--- src/rtl/cfg_dma_pkg.sv ---
package cfg_dma_pkg;

    parameter int unsigned DATA_W = 32;
    parameter int unsigned ADDR_W = 32;
    parameter int unsigned LEN_W  = 20;

    localparam int unsigned BYTES_PER_WORD = DATA_W / 8;

    typedef logic [DATA_W-1:0] word_t;
    typedef logic [ADDR_W-1:0] addr_t;
    typedef logic [LEN_W-1:0]  len_t;

    typedef struct packed {
        addr_t base;
        len_t  words;
    } desc_t;

    typedef enum logic {
        ST_IDLE = 1'b0,
        ST_RUN  = 1'b1
    } xfer_state_t;

    function automatic logic len_is_zero(input len_t l);
        return (l == '0);
    endfunction

    function automatic logic len_is_one(input len_t l);
        return (l == len_t'(1));
    endfunction

    function automatic len_t len_dec(input len_t l);
        return l - len_t'(1);
    endfunction

endpackage

--- src/rtl/cfg_dma_ctrl.sv ---
module cfg_dma_ctrl
    import cfg_dma_pkg::*;
(
    input  logic  clk,
    input  logic  rst,
    input  logic  start_i,
    input  desc_t req_i,
    input  logic  last_wr_i,
    output logic  load_o,
    output logic  busy_o,
    output desc_t desc_o,
    output logic  desc_valid_o,
    output logic  done_o
);

    xfer_state_t state_q;
    logic        accept;
    logic        zero_req;

    assign accept   = (state_q == ST_IDLE) && start_i && !len_is_zero(req_i.words);
    assign zero_req = (state_q == ST_IDLE) && start_i &&  len_is_zero(req_i.words);
    assign load_o   = accept;
    assign busy_o   = (state_q == ST_RUN);

    always_ff @(posedge clk) begin
        if (rst) begin
            state_q      <= ST_IDLE;
            desc_o       <= '0;
            desc_valid_o <= 1'b0;
            done_o       <= 1'b0;
        end else begin
            desc_valid_o <= accept;
            done_o       <= zero_req || ((state_q == ST_RUN) && last_wr_i);
            if (accept) begin
                desc_o <= req_i;
            end
            case (state_q)
                ST_IDLE: if (accept)    state_q <= ST_RUN;
                ST_RUN:  if (last_wr_i) state_q <= ST_IDLE;
                default:                state_q <= ST_IDLE;
            endcase
        end
    end

endmodule

--- src/rtl/cfg_dma_reader.sv ---
module cfg_dma_reader
    import cfg_dma_pkg::*;
(
    input  logic clk,
    input  logic rst,
    input  logic load_i,
    input  len_t len_i,
    input  logic active_i,
    input  logic fifo_empty_i,
    output logic fifo_rd_o
);

    len_t pop_left_q;

    assign fifo_rd_o = active_i && !fifo_empty_i && !len_is_zero(pop_left_q);

    always_ff @(posedge clk) begin
        if (rst) begin
            pop_left_q <= '0;
        end else if (load_i) begin
            pop_left_q <= len_i;
        end else if (fifo_rd_o) begin
            pop_left_q <= len_dec(pop_left_q);
        end
    end

endmodule

--- src/rtl/cfg_dma_writer.sv ---
module cfg_dma_writer
    import cfg_dma_pkg::*;
(
    input  logic  clk,
    input  logic  rst,
    input  logic  load_i,
    input  len_t  len_i,
    input  logic  rd_i,
    input  word_t fifo_data_i,
    output logic  cfg_wr_o,
    output word_t cfg_data_o,
    output logic  last_o
);

    logic wr_q;
    len_t deliver_left_q;

    assign cfg_wr_o   = wr_q;
    assign cfg_data_o = wr_q ? fifo_data_i : '0;
    assign last_o     = wr_q && len_is_one(deliver_left_q);

    always_ff @(posedge clk) begin
        if (rst) begin
            wr_q           <= 1'b0;
            deliver_left_q <= '0;
        end else begin
            wr_q <= rd_i;
            if (load_i) begin
                deliver_left_q <= len_i;
            end else if (wr_q) begin
                deliver_left_q <= len_dec(deliver_left_q);
            end
        end
    end

endmodule

--- src/rtl/cfg_stream_dma.sv ---
module cfg_stream_dma
    import cfg_dma_pkg::*;
(
    input  logic              clk,
    input  logic              rst,
    input  logic              start_i,
    input  logic [ADDR_W-1:0] start_addr_i,
    input  logic [LEN_W-1:0]  start_len_i,
    output logic              desc_valid_o,
    output logic [ADDR_W-1:0] desc_addr_o,
    output logic [LEN_W-1:0]  desc_len_o,
    input  logic              fifo_empty_i,
    output logic              fifo_rd_o,
    input  logic [DATA_W-1:0] fifo_data_i,
    output logic              cfg_wr_o,
    output logic [DATA_W-1:0] cfg_data_o,
    output logic              busy_o,
    output logic              done_o
);

    desc_t req;
    desc_t desc;
    logic  load;
    logic  last_wr;
    logic  rd;

    assign req.base  = start_addr_i;
    assign req.words = start_len_i;

    cfg_dma_ctrl u_ctrl (
        .clk          (clk),
        .rst          (rst),
        .start_i      (start_i),
        .req_i        (req),
        .last_wr_i    (last_wr),
        .load_o       (load),
        .busy_o       (busy_o),
        .desc_o       (desc),
        .desc_valid_o (desc_valid_o),
        .done_o       (done_o)
    );

    cfg_dma_reader u_reader (
        .clk          (clk),
        .rst          (rst),
        .load_i       (load),
        .len_i        (start_len_i),
        .active_i     (busy_o),
        .fifo_empty_i (fifo_empty_i),
        .fifo_rd_o    (rd)
    );

    cfg_dma_writer u_writer (
        .clk         (clk),
        .rst         (rst),
        .load_i      (load),
        .len_i       (start_len_i),
        .rd_i        (rd),
        .fifo_data_i (fifo_data_i),
        .cfg_wr_o    (cfg_wr_o),
        .cfg_data_o  (cfg_data_o),
        .last_o      (last_wr)
    );

    assign fifo_rd_o   = rd;
    assign desc_addr_o = desc.base;
    assign desc_len_o  = desc.words;

endmodule

--- config.mk ---
export PLATFORM = sky130hd
export DESIGN_NAME = cfg_stream_dma
export DESIGN_NICKNAME = d
export VERILOG_FILES = /design/src/rtl/cfg_dma_pkg.sv /design/src/rtl/cfg_dma_ctrl.sv /design/src/rtl/cfg_dma_reader.sv /design/src/rtl/cfg_dma_writer.sv /design/src/rtl/cfg_stream_dma.sv
export SDC_FILE = /design/constraint.sdc
export NUM_CORES = 1
export LEC_CHECK = 0
export ABC_AREA = 0
export BUFFER_PORTS_ARGS = -buffer_cell sky130_fd_sc_hd__buf_4
export CORE_UTILIZATION = 47
export CTS_CLUSTER_SIZE = 30
export DETAILED_ROUTE_END_ITERATION = 8
export PLACE_DENSITY = 0.9
export SYNTH_ARGS = -nofsm -noshare
export SYNTH_HDL_FRONTEND = slang
export SYNTH_SLANG_ARGS = --single-unit
--- constraint.sdc ---
create_clock -name clk -period 5 [get_ports clk]
set_clock_uncertainty 0.1 [all_clocks]
set_input_delay 0.75 -clock clk [delete_from_list [all_inputs] [get_ports clk]]
set_output_delay 0.75 -clock clk [all_outputs]
set_load 0.01 [all_outputs]
==> impl_metrics.py <==
metrics = {
    "die": {
        "coreArea_sq_um": 8721,
        "start_util_pct": 48.62,
        "dieArea_sq_um": 9406,
        "die_w_microns": 96.99,
        "die_h_microns": 96.99,
        "io_pins": 177,
        "rows": 34,
    },
    "cells_and_area": {
        "final_cell_area_sq_um": 5821,
        "fin_nets": 775,
        "n_fill_cell": 713,
        "diodes": 0,
        "drive_gt1_share_pct": 29.65,
        "seqCellArea_sq_um": 1922,
        "multi_input_area_sq_um": 2191,
        "area_growth_pct": 37.27,
    },
    "synthesis": {
        "syn_area_sq_um": 4240,
        "synth_edf_count": 0,
        "syn-instance-count": 526,
        "yosys.area.top_type": "dfxtp_1",
        "synth.net_count": 618,
        "synth-seq-cells": 96,
        "ys.warnings.count": 0,
        "async_flop_share_pct": 0,
        "syn_area_per_cell_sq_um": 8.061,
        "synth.top_cell.area_share_pct": 45.32,
        "ys_seq_area_share_pct": 45.32,
        "netlist_top_cells_area": "dfxtp_1, nand2_1, a21oi_1",
        "ys_types": 41,
        "synth_ff_type": "dfxtp_1",
    },
    "clock_tree": {
        "root_buffer": "clkbuf_8",
        "numClockSinks": 96,
        "cts.clk_slew.worst_paths_ns": 0.09,
        "cts_tree": "done",
        "clockBufferDepth": 2,
        "cts_resized": 0,
        "htree_levels": 3,
        "insertion_delay_ns": 0.36,
        "cts_hold_buf": 0,
        "postCtsSetupRepairBufs": 0,
        "cts_buffers": 9,
    },
    "sta": {
        "worst_pin_slew_ns": 1.021,
        "setup_viol": 0,
        "tns_ns": 0,
        "hold_viol_final": 0,
        "fmax_ghz": 0.3053,
        "relSlewSlack_pct": 31.91,
        "min_period_over_period_pct": 65.50,
        "slew_violations": 0,
        "rsz0062_at_grt": "false",
        "hold_slack_ns": 0.3592,
        "period_needed_ns": 3.275,
    },
    "status": {
        "status": "finished clean",
    },
    "global_route": {
        "track_usage_pct": 24.65,
        "grt_start_max_net_pins": 80,
        "grt_pass1_vias": 4180,
        "grt_remaining_overflow": 0,
        "grt_pass1_wl_microns": 19090,
        "antenna_found_initial": 0,
    },
    "worst_setup_path": {
        "cp_data_required_time_ns": 4.15,
        "worst_setup_path_start_kind": "flop",
        "path_max_fanout": 7,
        "crit_path_end_kind": "output pin",
        "critical_path_class": "flop to output pin",
        "crit_arrival_ns": 2.43,
    },
    "placed_design": {
        "dpl.hpwl_microns": 8542,
        "numPortBuffers": 176,
        "place_congestion": 0.8651,
        "dpl_cell_area_sq_um": 5603,
    },
    "hold_path": {
        "hold_path_class": "flop to flop",
    },
    "power_and_ir_drop": {
        "peakVddDrop_uv": 198.3,
        "p_per_area_nw_per_um2": 300.0,
        "cellLeakagePower_uw": 0.002456,
    },
    "detailed_routing": {
        "num_vias": 4383,
        "wirelength_microns": 11700,
        "dr.first_iter.drc_count": 343,
        "ant_nets": 0,
        "drt-pass1-iter-count": 5,
        "wl_per_cell_microns": 14.70,
        "vias_per_cell": 5.506,
        "drc": 0,
    },
    "job": {
        "maxCapViolCount": 0,
    },
}
==> cells in the final DEF, fill, tap and decap left out, drive strengths merged, types with 13 or more instances in the layout <==
master,count
a21oi,84
and2,33
o21bai,17
nand2,119
dfxtp,96
buf,178
nor4,13
xnor2,14
nor2,17
==> area by class of cell <==
cell class	instances	area share (%)
Clock buffer	10	2.193
Tap cell	108	2.322
Sequential cell	96	33.02
Timing Repair Buffer	178	22.96
Multi-Input combinational cell	393	37.64
Clock inverter	6	1.548
Inverter	5	0.3224
==> cells in the mapped netlist (5+ instances only) <==
library cell / n
and2_1: 33
nand2_1: 119
dfxtp_1: 96
or4_1: 6
nand4_1: 5
inv_1: 5
nor4_1: 11
nor3_1: 10
clkbuf_1: 28
nand3_1: 6
xnor2_1: 14
a21oi_1: 84
or3_1: 5
xor2_1: 8
a31oi_1: 10
o21bai_1: 17
o211ai_1: 5
nor2_1: 17
o21ai_0: 6
==> worst max-delay path, stage by stage, from the launching register on <==
cell,delay (ns)
dfxtp_1,0.38
nor4_1,0.82
nand2_1,0.37
o21a_1,0.34
buf_4,0.16
==> per-stage QoR <==
step	setup slack, ns	util, %	instances	power [uW]
after floorplan	2.576	-	526	1052
after global placement	2.157	64.25	780	1188
after detailed placement	2.142	64.25	780	1204
after CTS	1.790	66.74	796	1751
after global routing	1.618	66.74	796	1824
final	1.725	66.74	796	1746
==> power by group <==
group | internal (uW) | switching (uW)
logic | 153 | 168
registers | 820 | 49.4
clock network | 285 | 271
total | 1260 | 488
==> sequential cells by signal, summed over array words and instances, names as in the netlist <==
| name | count |
|---|---|
| u_ctrl.done_o | 1 |
| u_ctrl.busy_o | 1 |
| u_reader.pop_left_q | 20 |
| u_writer.deliver_left_q | 20 |
| u_ctrl.desc_valid_o | 1 |
| u_writer.cfg_wr_o | 1 |
| u_ctrl.desc_o | 52 |
==> kinds of logic after synthesis <==
group | after synthesis | share of synthesized area (%)
AO/OA/AOI/OAI | 138 | 19.09
adder cells (fa/ha/maj) | 4 | 1.180
buffers and inverters | 37 | 3.305
XOR/XNOR | 22 | 4.544
flip-flops | 96 | 45.32
AND/OR/NAND/NOR | 229 | 26.56
==> per-layer routing <==
metal / GRT usage [%] / part of all wire [%] / vias to the layer above
met1: 27.38 / 38 / 2019
met2: 44.53 / 52 / 207
met5: 0 / 0 / -
li1: - / - / 2129
met3: 6.575 / 7.7 / 28
met4: 9.529 / 2.6 / 0
==> path summary, 6_finish.rpt <==
kind                                 endpoint  slack [ns]  cells after the start              startpoint
hold reg to reg             u_ctrl.desc_o[47]        0.36                      2       u_ctrl.desc_o[47]
setup / recovery                    fifo_rd_o        1.72                      4  u_reader.pop_left_q[4]
setup reg to reg  u_writer.deliver_left_q[15]        2.16                      5       u_writer.cfg_wr_o
hold / removal              u_ctrl.desc_o[47]        0.36                      2       u_ctrl.desc_o[47]
(Power assumes the default switching activity.)
